<file path="config.mk">
export PLATFORM = sky130hd
export DESIGN_NAME = vbs_bus_slave
export DESIGN_NICKNAME = d
export VERILOG_FILES = /design/src/rtl/vbs_pkg.sv /design/src/rtl/vbs_sync.sv /design/src/rtl/vbs_decode.sv /design/src/rtl/vbs_regs.sv /design/src/rtl/vbs_fsm.sv /design/src/rtl/vbs_bus_slave.sv
export SDC_FILE = /design/constraint.sdc
export NUM_CORES = 1
export LEC_CHECK = 0
export BUFFER_PORTS_ARGS = -buffer_cell sky130_fd_sc_hd__buf_2
export CAP_MARGIN = 40
export CORE_ASPECT_RATIO = 1.1
export CORE_MARGIN = 2
export CORE_UTILIZATION = 60
export DETAILED_ROUTE_END_ITERATION = 6
export GPL_ROUTABILITY_DRIVEN = 0
export GPL_TIMING_DRIVEN = 0
export PLACE_DENSITY = 0.85
export SLEW_MARGIN = 20
export SYNTH_ARGS = -nofsm -noshare
export SYNTH_HDL_FRONTEND = slang
export SYNTH_SLANG_ARGS = --single-unit
</file>
<file path="constraint.sdc">
create_clock -name clk -period 6 [get_ports clk]
set_input_delay 0.3 -clock clk [delete_from_list [all_inputs] [get_ports clk]]
set_output_delay 0.3 -clock clk [all_outputs]
set_load 0.02 [all_outputs]
</file>
<file path="src/rtl/vbs_pkg.sv">
package vbs_pkg;

   typedef enum logic [1:0] {
      ST_IDLE = 2'd0,
      ST_BUSY = 2'd1,
      ST_HOLD = 2'd2
   } state_t;

   typedef enum logic [2:0] {
      OP_MEM_RD       = 3'd0,
      OP_MEM_WR       = 3'd1,
      OP_REG_RD       = 3'd2,
      OP_REG_WR_LO    = 3'd3,
      OP_REG_WR_PTR   = 3'd4,
      OP_REG_WR_REG   = 3'd5,
      OP_DIAG_RD      = 3'd6,
      OP_DIAG_WR      = 3'd7
   } op_t;

   function automatic logic op_needs_backend(op_t op);
      return (op == OP_MEM_RD) || (op == OP_MEM_WR) ||
             (op == OP_REG_RD) || (op == OP_REG_WR_REG);
   endfunction

   function automatic logic op_is_read(op_t op);
      return (op == OP_MEM_RD) || (op == OP_REG_RD) || (op == OP_DIAG_RD);
   endfunction

endpackage

</file>
<file path="src/rtl/vbs_sync.sv">
module vbs_sync #(
   parameter int          STAGES  = 0,
   parameter int          W       = 1,
   parameter logic [W-1:0] RST_VAL = '0
) (
   input  logic         clk,
   input  logic         rst_n,
   input  logic [W-1:0] d,
   output logic [W-1:0] q
);

   if (STAGES < 0 || STAGES > 4) begin : g_bad_stages
      $error("vbs_sync: STAGES must be 0..4");
   end

   if (STAGES == 0) begin : g_pass
      assign q = d;
   end else begin : g_flop
      logic [W-1:0] pipe [STAGES];
      always_ff @(posedge clk or negedge rst_n) begin
         if (!rst_n) begin
            for (int i = 0; i < STAGES; i++) pipe[i] <= RST_VAL;
         end else begin
            pipe[0] <= d;
            for (int i = 1; i < STAGES; i++) pipe[i] <= pipe[i-1];
         end
      end
      assign q = pipe[STAGES-1];
   end

endmodule

</file>
<file path="src/rtl/vbs_decode.sv">
module vbs_decode
   import vbs_pkg::*;
(
   input  logic diag_en,
   input  logic rs,
   input  logic rwb,
   input  logic d_msb,
   input  logic pair_second,
   output op_t  op
);

   always_comb begin
      if (diag_en)           op = rwb ? OP_DIAG_RD : OP_DIAG_WR;
      else if (!rs)          op = rwb ? OP_MEM_RD  : OP_MEM_WR;
      else if (rwb)          op = OP_REG_RD;
      else if (!pair_second) op = OP_REG_WR_LO;
      else if (d_msb)        op = OP_REG_WR_REG;
      else                   op = OP_REG_WR_PTR;
   end

endmodule

</file>
<file path="src/rtl/vbs_regs.sv">
module vbs_regs
   import vbs_pkg::*;
#(
   parameter int ADDR_W = 15,
   parameter int DATA_W = 8
) (
   input  logic              clk,
   input  logic              rst_n,
   input  logic              done,
   input  logic              timed_out,
   input  op_t               op_q,
   input  logic [DATA_W-1:0] din_q,
   output logic [ADDR_W-1:0] ptr,
   output logic [DATA_W-1:0] lo_byte,
   output logic              pair_second,
   output logic [DATA_W-1:0] diag_byte
);

   localparam int HI_W = ADDR_W - DATA_W;

   if (HI_W < 1 || HI_W > DATA_W - 1) begin : g_bad_width
      $error("vbs_regs: ADDR_W must leave a pointer high part of 1..DATA_W-1 bits");
   end

   always_ff @(posedge clk or negedge rst_n) begin
      if (!rst_n) begin
         ptr         <= '0;
         lo_byte     <= '0;
         pair_second <= 1'b0;
         diag_byte   <= '0;
      end else if (done) begin
         unique case (op_q)
            OP_MEM_RD, OP_MEM_WR: if (!timed_out) ptr <= ptr + 1'b1;
            OP_REG_RD:            pair_second <= 1'b0;
            OP_REG_WR_LO: begin
               lo_byte     <= din_q;
               pair_second <= 1'b1;
            end
            OP_REG_WR_PTR: begin
               ptr         <= {din_q[HI_W-1:0], lo_byte};
               pair_second <= 1'b0;
            end
            OP_REG_WR_REG:        pair_second <= 1'b0;
            OP_DIAG_RD:           diag_byte <= diag_byte + 1'b1;
            OP_DIAG_WR:           diag_byte <= din_q;
            default: ;
         endcase
      end
   end

   // a timed-out access must not move the pointer
   assert_ptr_frozen_on_timeout_R7: assert property (@(posedge clk) disable iff (!rst_n)
      done && timed_out |=> $stable(ptr));

endmodule

</file>
<file path="src/rtl/vbs_fsm.sv">
module vbs_fsm
   import vbs_pkg::*;
#(
   parameter int                TIMEOUT = 16,
   parameter int                DATA_W  = 8,
   parameter logic [DATA_W-1:0] FILL    = '1
) (
   input  logic              clk,
   input  logic              rst_n,
   input  logic              phi2,
   input  logic              cs_n,
   input  op_t               op_in,
   input  logic [DATA_W-1:0] din,
   input  logic              be_ack,
   input  logic [DATA_W-1:0] be_rdata,
   input  logic [DATA_W-1:0] diag_byte,
   output logic              rdy,
   output logic              doe,
   output logic [DATA_W-1:0] dout,
   output logic              req,
   output op_t               op_q,
   output logic [DATA_W-1:0] din_q,
   output logic              done,
   output logic              timed_out
);

   localparam int TC_W = $clog2(TIMEOUT + 1);
   localparam int LC_W = TC_W + 2;

   if (TIMEOUT < 2) begin : g_bad_timeout
      $error("vbs_fsm: TIMEOUT must be at least 2");
   end

   state_t          state;
   logic [TC_W-1:0] tcnt;

   always_comb begin
      done      = 1'b0;
      timed_out = 1'b0;
      if (state == ST_BUSY) begin
         if (!req || be_ack) begin
            done = 1'b1;
         end else if (tcnt == TC_W'(TIMEOUT - 1)) begin
            done      = 1'b1;
            timed_out = 1'b1;
         end
      end
   end

   always_ff @(posedge clk or negedge rst_n) begin
      if (!rst_n) begin
         state <= ST_IDLE;
         rdy   <= 1'b1;
         doe   <= 1'b0;
         dout  <= '0;
         req   <= 1'b0;
         op_q  <= OP_MEM_RD;
         din_q <= '0;
         tcnt  <= '0;
      end else begin
         unique case (state)
            ST_IDLE: begin
               if (phi2 && !cs_n) begin
                  state <= ST_BUSY;
                  rdy   <= 1'b0;
                  op_q  <= op_in;
                  din_q <= din;
                  req   <= op_needs_backend(op_in);
                  tcnt  <= '0;
               end
            end
            ST_BUSY: begin
               if (done) begin
                  req   <= 1'b0;
                  rdy   <= 1'b1;
                  doe   <= op_is_read(op_q);
                  state <= ST_HOLD;
                  if (op_is_read(op_q)) begin
                     if (timed_out)                dout <= FILL;
                     else if (op_q == OP_DIAG_RD)  dout <= diag_byte;
                     else                          dout <= be_rdata;
                  end
               end else begin
                  tcnt <= tcnt + 1'b1;
               end
            end
            ST_HOLD: begin
               if (cs_n) begin
                  doe   <= 1'b0;
                  state <= ST_IDLE;
               end
            end
            default: state <= ST_IDLE;
         endcase
      end
   end

   // Independent stall-length counter for the bound check
   logic [LC_W-1:0] low_run;
   always_ff @(posedge clk or negedge rst_n) begin
      if (!rst_n)                          low_run <= '0;
      else if (rdy)                        low_run <= '0;
      else if (low_run != {LC_W{1'b1}})    low_run <= low_run + 1'b1;
   end

   assert_start_stalls_R3: assert property (@(posedge clk) disable iff (!rst_n)
      (state == ST_IDLE) && phi2 && !cs_n |=> !rdy);

   assert_req_held_R7: assert property (@(posedge clk) disable iff (!rst_n)
      req && !done |=> req && $stable(op_q) && $stable(din_q));

   assert_stall_bounded_R7: assert property (@(posedge clk) disable iff (!rst_n)
      low_run <= LC_W'(TIMEOUT + 1));

   assert_oe_quiet_in_stall_R8: assert property (@(posedge clk) disable iff (!rst_n)
      !rdy |-> !doe);

   assert_oe_drops_R8: assert property (@(posedge clk) disable iff (!rst_n)
      doe && cs_n |=> !doe);

endmodule

</file>
<file path="src/rtl/vbs_bus_slave.sv">
module vbs_bus_slave
   import vbs_pkg::*;
#(
   parameter int         ADDR_W      = 15,
   parameter int         REG_IDX_W   = 3,
   parameter int         TIMEOUT     = 16,
   parameter logic [7:0] FILL        = 8'hFF,
   parameter int         SYNC_STAGES = 0
) (
   input  logic              clk,
   input  logic              rst_n,
   input  logic              diag_en,
   input  logic              bus_phi2,
   input  logic              bus_cs_n,
   input  logic              bus_rs,
   input  logic              bus_rwb,
   input  logic [7:0]        bus_din,
   output logic [7:0]        bus_dout,
   output logic              bus_doe,
   output logic              bus_rdy,
   output logic              be_req,
   output logic              be_wr,
   output logic              be_is_reg,
   output logic [ADDR_W-1:0] be_addr,
   output logic [7:0]        be_wdata,
   input  logic              be_ack,
   input  logic [7:0]        be_rdata
);

   localparam int DATA_W = 8;
   localparam int BUS_W  = DATA_W + 4;
   localparam logic [BUS_W-1:0] BUS_RST = {1'b0, 1'b1, 1'b0, 1'b1, {DATA_W{1'b0}}};

   if (REG_IDX_W < 1 || REG_IDX_W > 7) begin : g_bad_idx
      $error("vbs_bus_slave: REG_IDX_W must be 1..7");
   end

   logic [BUS_W-1:0] bus_s;
   logic             phi2_s, cs_n_s, rs_s, rwb_s;
   logic [7:0]       din_s;

   vbs_sync #(.STAGES(SYNC_STAGES), .W(BUS_W), .RST_VAL(BUS_RST)) u_sync (
      .clk   (clk),
      .rst_n (rst_n),
      .d     ({bus_phi2, bus_cs_n, bus_rs, bus_rwb, bus_din}),
      .q     (bus_s)
   );
   assign {phi2_s, cs_n_s, rs_s, rwb_s, din_s} = bus_s;

   op_t              op_in, op_q;
   logic             pair_second, done, timed_out;
   logic [7:0]       din_q, lo_byte, diag_byte;
   logic [ADDR_W-1:0] ptr;

   vbs_decode u_decode (
      .diag_en     (diag_en),
      .rs          (rs_s),
      .rwb         (rwb_s),
      .d_msb       (din_s[7]),
      .pair_second (pair_second),
      .op          (op_in)
   );

   vbs_fsm #(.TIMEOUT(TIMEOUT), .DATA_W(DATA_W), .FILL(FILL)) u_fsm (
      .clk       (clk),
      .rst_n     (rst_n),
      .phi2      (phi2_s),
      .cs_n      (cs_n_s),
      .op_in     (op_in),
      .din       (din_s),
      .be_ack    (be_ack),
      .be_rdata  (be_rdata),
      .diag_byte (diag_byte),
      .rdy       (bus_rdy),
      .doe       (bus_doe),
      .dout      (bus_dout),
      .req       (be_req),
      .op_q      (op_q),
      .din_q     (din_q),
      .done      (done),
      .timed_out (timed_out)
   );

   vbs_regs #(.ADDR_W(ADDR_W), .DATA_W(DATA_W)) u_regs (
      .clk         (clk),
      .rst_n       (rst_n),
      .done        (done),
      .timed_out   (timed_out),
      .op_q        (op_q),
      .din_q       (din_q),
      .ptr         (ptr),
      .lo_byte     (lo_byte),
      .pair_second (pair_second),
      .diag_byte   (diag_byte)
   );

   always_comb begin
      be_wr     = (op_q == OP_MEM_WR) || (op_q == OP_REG_WR_REG);
      be_is_reg = (op_q == OP_REG_RD) || (op_q == OP_REG_WR_REG);
      be_wdata  = (op_q == OP_REG_WR_REG) ? lo_byte : din_q;
      if (op_q == OP_REG_WR_REG)  be_addr = {{(ADDR_W-REG_IDX_W){1'b0}}, din_q[REG_IDX_W-1:0]};
      else if (op_q == OP_REG_RD) be_addr = '0;
      else                        be_addr = ptr;
   end

   // no request can appear while idle without a qualified start
   assert_no_spurious_req_R2: assert property (@(posedge clk) disable iff (!rst_n)
      !be_req && bus_rdy && !(phi2_s && !cs_n_s) |=> !be_req);

endmodule

</file>
==> impl_metrics.tcl, run 1 <==
set metrics [dict create \
    wirelength_um 8150 \
    die_w_um 75.4 \
    firstDrtPassIters 5 \
    core_area_um2 5400 \
    crit_arrival_ns 2.34 \
    cts_buffers 9 \
    postCtsSetupBuffers 0 \
    overflow 0 \
    pwr-share-clk_pct 20.7 \
    cts_tree "done" \
    synth-warning-count 0 \
    synth_cell_type_count 52 \
    crit_slowest_cell "a21oi_1" \
    p_leak_nw 1.85 \
    crit_path_end_kind "output pin" \
    root_buffer "clkbuf_8" \
    p_sw_share_pct 41.9 \
    n_fill_cell 413 \
    rsz0062_at_grt "no" \
    use_met1_pct 37.2 \
    drv_slew 0 \
    fin_tns_setup_ns 0 \
    first_iter_violations 276 \
    wire_per_inst_um 16.3 \
    netlist_area_um2 3360 \
    power.total_mw 2.12 \
    rows 28 \
    grt_pass1_vias 2803 \
    ys_async_sr_fraction_pct 100 \
    holdBufCountCts 0 \
    setup_viol 0 \
    syn_nets 376 \
    drc 0 \
    finalHoldViolCount 0 \
    hpwlAfterDp_um 5550 \
    critPathLaunchType "flip-flop" \
    cpPeakStageDelay_ns 0.49 \
    htree_levels 3 \
    place_inst 482 \
    io_buffers 59 \
    insertion_delay_ns 0.34 \
    ir_worst_vdd_mv 0.356 \
    synthFlopType "dfrtp_1" \
    ctsResizeCount 0 \
    antenna_found_initial 0 \
    most-common-layout-cells "65 x buf_2, 60 x dfrtp_1, 38 x a21oi_1" \
    critPathRequiredTime_ns 5.70 \
    crit_top_cell "and2_1" \
    pre_cts_ws_ns 3.57 \
    status "finished, final reports clean" \
    tightest_slew_ns 0.803 \
    grt_max_degree 62 \
    skew_ns 0.0101 \
    met2_usage_pct 48.2 \
    rrSetupSlack_ns 3.55 \
    ys_seq_area_share_pct 45.5 \
    stdcell_count 501 \
    utilization_pct 74.9 \
    min_from "bus_cs_n" \
    setup.worst_path.class "reg -> out" \
    vias 3010 \
    top_usage_layer "met2" \
    rr_startpoint "u_fsm.tcnt[0]" \
    drv_cap 0 \
    drive_gt1_share_pct 28.9 \
    grt_usage_pct 29.1 \
    final.min_clock_period_ns 2.64 \
    die_area_um2 6220 \
    min_period_over_period_pct 44.1 \
    diodes 0 \
    viasPerCell 6.01 \
    cp_max_fo 10 \
    area_delta_synth_final_pct 20.3 \
    start_util_pct 62.3 \
    syn_area_per_cell_um2 9.66 \
    startpoint "u_fsm.op_q[0]" \
    path_cells "and2_1, and2_1, a21oi_1, clkbuf_1, and2_1, buf_2" \
    power_density_nw_per_um2 524 \
    clkTransAtPathRegs_ns 0.07 \
    use_met3_pct 6.19 \
    fmax_mhz 378 \
    final_nets 449 \
    synthCells 348 \
    synth_edf_count 0 \
    p_seq_share_pct 36.4 \
    yosys_register_bits 61 \
    layout_commonest_cell "buf_2" \
    switchingPower_uw 888 \
    slew_headroom_pct 46.0 \
    setup_ws_ns 3.36 \
    die_h_um 82.5 \
    grt_pass1_wl_um 13500 \
    ioPinCount 60 \
    power.internal_mw 1.23 \
    drtAntennaViolNets 0 \
    cts_buffer_depth 2 \
    combPwrFrac_pct 42.9 \
    min_path_type "in -> reg" \
    cts.sinks 61 \
]
-- final timing paths --
kind / cells after the start / end
min: 2 / u_fsm.state[1]
max reg2reg: 8 / u_regs.lo_byte[1]
max: 6 / be_addr[12]
max in group asynchronous: 3 / u_fsm.rdy
min reg2reg: 2 / u_fsm.tcnt[4]
min in group asynchronous: 3 / u_regs.ptr[2]
-- sequential cells by signal, indices dropped and copies added (netlist names) --
name	flops
u_fsm.dout	8
u_regs.diag_byte	8
u_fsm.doe	1
u_fsm.req	1
u_fsm.state	2
u_fsm.op_q	3
u_fsm.din_q	8
u_fsm.tcnt	5
u_regs.pair_second	1
u_regs.lo_byte	8
u_regs.ptr	15
u_fsm.rdy	1
-- kinds of logic after synthesis --
kind of cell    share of synthesized area, %
xor+xnor                               0.261
mux                                     12.5
compound gates                          18.9
buf+inv                                 3.50
flops                                   45.5
simple gates                            17.9
fa+ha+maj                               1.49
-- layer usage --
metal	vias up	wire (um)
li1	1427	-
met1	1418	3360
met2	143	4070
met3	22	543
met4	0	180
met5	-	0
-- layout make-up --
class / count / area, um2 / area share (%)
clock buffer: 13 / 179 / 4.43
clock inverter: 3 / 65.1 / 1.61
tap: 75 / 93.8 / 2.32
timing repair buffer: 62 / 343 / 8.48
buffer: 17 / 80.1 / 1.98
multi-input combinational: 260 / 1720 / 42.4
sequential: 61 / 1530 / 37.8
inverter: 10 / 37.5 / 0.929
-- Yosys cell counts (2+ instances only) --
master	instances	area (um2)
a21oi_1	38	190
a22o_1	3	26.3
a2bb2oi_1	5	43.8
a31o_2	3	26.3
a31oi_1	8	50.1
and2_1	14	87.6
and3_1	5	31.3
buf_2	7	35.0
clkbuf_1	9	33.8
dfrtp_1	60	1500
ha_1	4	50.1
inv_1	9	33.8
mux2_2	16	180
mux2_4	8	120
mux2i_1	12	120
nand2_1	26	97.6
nand3_1	13	65.1
nand4_1	3	18.8
nor2_1	29	109
nor2b_1	2	12.5
nor3_1	6	30.0
nor3b_1	2	15.0
nor4_1	2	12.5
nor4_2	2	25.0
o21ai_0	27	135
o22ai_1	3	18.8
o2bb2ai_1	3	26.3
o31ai_1	2	15.0
o41ai_1	2	17.5
or3b_2	2	17.5
or4_1	2	15.0
-- critical path, delay by kind of cell, from the launching register on --
kind            cells  cell delay [ns]
buf+inv             2             0.46
simple gates        3             0.60
compound gates      1             0.49
flops               1             0.47
-- per-stage QoR --
step	cell area (um2)	hold slack (ns)
after floorplan	3360	0.00441
after global placement	3750	0.460
final	4040	0.177
after global routing	4040	0.182
after detailed placement	3750	0.424
after CTS	4000	0.0561
-- power by group through the flow --
stage                     clock [mW]  sequential, mW  combinational (mW)
after floorplan                    0           0.752               0.622
after global placement             0           0.761               0.864
after detailed placement           0           0.768               0.892
after CTS                      0.443           0.765               0.905
after global routing           0.463           0.794               0.998
final                          0.438           0.771               0.909
No activity file was read; power rests on OpenSTA's default activity.
==> inputs of run 2 (changes only) <==
--- a/config.mk
+++ b/config.mk
@@ -5,15 +5,16 @@
 export SDC_FILE = /design/constraint.sdc
 export NUM_CORES = 1
 export LEC_CHECK = 0
+export ABC_AREA = 1
 export BUFFER_PORTS_ARGS = -buffer_cell sky130_fd_sc_hd__buf_2
 export CAP_MARGIN = 40
 export CORE_ASPECT_RATIO = 1.1
 export CORE_MARGIN = 2
-export CORE_UTILIZATION = 60
+export CORE_UTILIZATION = 51
 export DETAILED_ROUTE_END_ITERATION = 6
 export GPL_ROUTABILITY_DRIVEN = 0
 export GPL_TIMING_DRIVEN = 0
-export PLACE_DENSITY = 0.85
+export PLACE_DENSITY = 0.77
 export SLEW_MARGIN = 20
 export SYNTH_ARGS = -nofsm -noshare
 export SYNTH_HDL_FRONTEND = slang
==> constraint.sdc (replaced) <==
create_clock -name clk -period 2.4 [get_ports clk]
set_input_delay 0.12 -clock clk [delete_from_list [all_inputs] [get_ports clk]]
set_output_delay 0.12 -clock clk [all_outputs]
set_load 0.02 [all_outputs]
==> impl_metrics.tcl, run 2 <==
set metrics [dict create \
    drtAntennaViolNets 0 \
    syn_nets 522 \
    drive_gt1_share_pct 18.5 \
    die_w_um 82.7 \
    synth_common_cells "149 x nand2_1, 60 x dfrtp_1, 56 x nor2_1" \
    crit_slowest_cell "dfrtp_1" \
    synthFlopType "dfrtp_1" \
    cp_max_fo 10 \
    viasPerCell 5.27 \
    cts.sinks 61 \
    clkTransAtPathRegs_ns 0.07 \
    firstDrtPassIters 4 \
    ys_async_sr_fraction_pct 100 \
    synth_cell_type_count 30 \
    ir_worst_vdd_mv 0.851 \
    r2r_cells 13 \
    layout_commonest_cell "nand2_1" \
    hpwlAfterDp_um 6400 \
    diodes 0 \
    crit_buf_inv 5 \
    cts_buffers 9 \
    path_cells "buf_4, inv_4, nor2_2, nand2_1, buf_2, buf_2, a21oi_1, buf_2" \
    drv_slew 0 \
    final.min_clock_period_ns 2.09 \
    synth.most_common_cell "nand2_1" \
    grt_pass1_vias 3456 \
    crit_arrival_ns 1.97 \
    cts_tree "done" \
    critPathLaunchType "flip-flop" \
    worstReg2RegEnd "u_regs.ptr[5]" \
    setup_viol 0 \
    ioPinCount 60 \
    start_util_pct 52.6 \
    regMostFlops "u_regs.ptr" \
    rows 31 \
    whs_path_depth 3 \
    vias 3483 \
    wire_per_inst_um 13.3 \
    power.total_mw 5.40 \
    slew_headroom_pct 69.6 \
    crit_path_end_kind "output pin" \
    synth-warning-count 0 \
    core_area_um2 6590 \
    power_density_nw_per_um2 1280 \
    most-common-layout-cells "149 x nand2_1, 65 x buf_2, 60 x dfrtp_1" \
    fmax_mhz 478 \
    overflow 0 \
    synthTopCellsByArea "dfrtp_1 43%, nand2_1 16%, nor2_1 6.1%" \
    drv_cap 0 \
    cts_buffer_depth 2 \
    synth_top_cell_by_area "dfrtp_1" \
    grt_max_degree 55 \
    setup.worst_path.class "reg -> out" \
    rrSetupSlack_ns 0.32 \
    rr_startpoint "u_fsm.tcnt[0]" \
    crit_top_cell "buf_2" \
    critPathRequiredTime_ns 2.28 \
    tightest_slew_ns 0.456 \
    drc 0 \
    io_buffers 59 \
    min_from "bus_din[7]" \
    antenna_found_initial 0 \
    final_nets 602 \
    die_h_um 90.5 \
    wirelength_um 8800 \
    synth_top_area_share_pct 43.3 \
    syn_area_per_cell_um2 7.03 \
    area_delta_synth_final_pct 21.1 \
    cp_top_family "buffers and inverters" \
    largest_reg_flops 15 \
    ctsResizeCount 0 \
    p_leak_nw 2.15 \
    htree_levels 3 \
    netlist_area_um2 3470 \
    ys_seq_area_share_pct 44.0 \
    finalHoldViolCount 0 \
    die_area_um2 7480 \
    status "finished, final reports clean" \
    fin_tns_setup_ns 0 \
    cpPeakStageDelay_ns 0.33 \
    min_period_over_period_pct 87.1 \
    synthCells 494 \
    root_buffer "clkbuf_8" \
    grt_usage_pct 26.0 \
    min_path_type "in -> reg" \
    yosys_register_bits 61 \
    grt_pass1_wl_um 15100 \
    synth_edf_count 0 \
    hold_end "u_fsm.din_q[7]" \
    insertion_delay_ns 0.34 \
    first_iter_violations 175 \
    rsz0062_at_grt "no" \
    skew_ns 0.00824 \
]
[run 2: changes by cell type in the layout (fill, tap and decap cells not counted), moves of 9 or more]
cell	before	now
and2_1	14	0
nand3_1	13	41
o21ai_1	0	23
nor2_1	29	56
nand2_1	26	149
mux2i_1	12	0
inv_1	9	51
a21oi_1	38	29
mux2_2	16	0
[run 2: cells by family after synthesis]
logic type	after synthesis	share of synthesized area, %
buffers and inverters	73	8.54
AND/OR/NAND/NOR	267	32.6
flip-flops	61	44.0
adder cells (fa/ha/maj)	4	1.44
AO/OA/AOI/OAI	88	13.1
XOR/XNOR	1	0.252
[run 2: layout make-up]
| cell class | instances | area, um2 |
|---|---|---|
| fillers | 607 | 2390 |
| multi-input cells | 360 | 1650 |
| flip-flops and latches | 61 | 1530 |
| repair buffers | 69 | 415 |
| inverters | 60 | 228 |
| clock buffers | 9 | 124 |
| well taps | 82 | 103 |
| clock inverters | 7 | 90.1 |
| plain buffers | 13 | 68.8 |
[run 2: stage by stage]
stage                     utilization (%)  instance area [um2]  hold WS [ns]  worst slack (ns)  std cells
after CTS                            63.7                 4200        0.0178             0.309        661
after global routing                 63.7                 4200        0.0138             0.140        661
after detailed placement             59.1                 3900       -0.0364             0.335        636
final                                63.7                 4200        0.0218             0.310        661
after floorplan                         -                 3470        -0.176             0.585        494
after global placement               58.7                 3870         0.308             0.390        635
[run 2: metal layers]
metal	up-vias	track usage (%)	part of all wire (%)
li1	1753	-	-
met1	1609	32.1	43
met2	100	42.7	49
met3	21	5.40	5.3
met4	0	12.2	3.1
met5	-	0	0
[run 2: worst max-delay path by stage]
| stage | slack (ns) | start | end | cells after the start |
|---|---|---|---|---|
| CTS | 0.31 | u_fsm.tcnt[0] | u_regs.ptr[5] | 13 |
| floorplan | 0.58 | u_fsm.tcnt[0] | u_regs.ptr[10] | 13 |
| detailed placement | 0.33 | u_fsm.tcnt[0] | u_regs.ptr[10] | 13 |
| finish | 0.31 | u_fsm.op_q[0] | be_wdata[5] | 8 |
| global placement | 0.39 | u_fsm.tcnt[0] | u_regs.ptr[10] | 13 |
| global route | 0.14 | u_fsm.tcnt[0] | u_regs.ptr[9] | 13 |
[run 2: report_power, final]
group	internal [mW]	switching (mW)	total, mW
clock network	0.579	0.429	1.01
registers	1.46	0.399	1.86
logic	0.839	1.70	2.53
[run 2: worst reg2reg max path, stage by stage, from the launching register on]
cell and delay, ns:
dfrtp_1 0.41, ha_1 0.23, nand2_1 0.08, nor2_1 0.05, ha_1 0.17, inv_1 0.09, nand3_1 0.13, nand2_4 0.16
nor2_1 0.07, nand2_2 0.18, inv_2 0.09, buf_4 0.18, nand2_1 0.08, nand2_1 0.05
[run 2: timing repair]
action,in CTS,in global routing
setup buffers,0,0
endpoints found under the hold margin,68,0
hold buffers,9,0
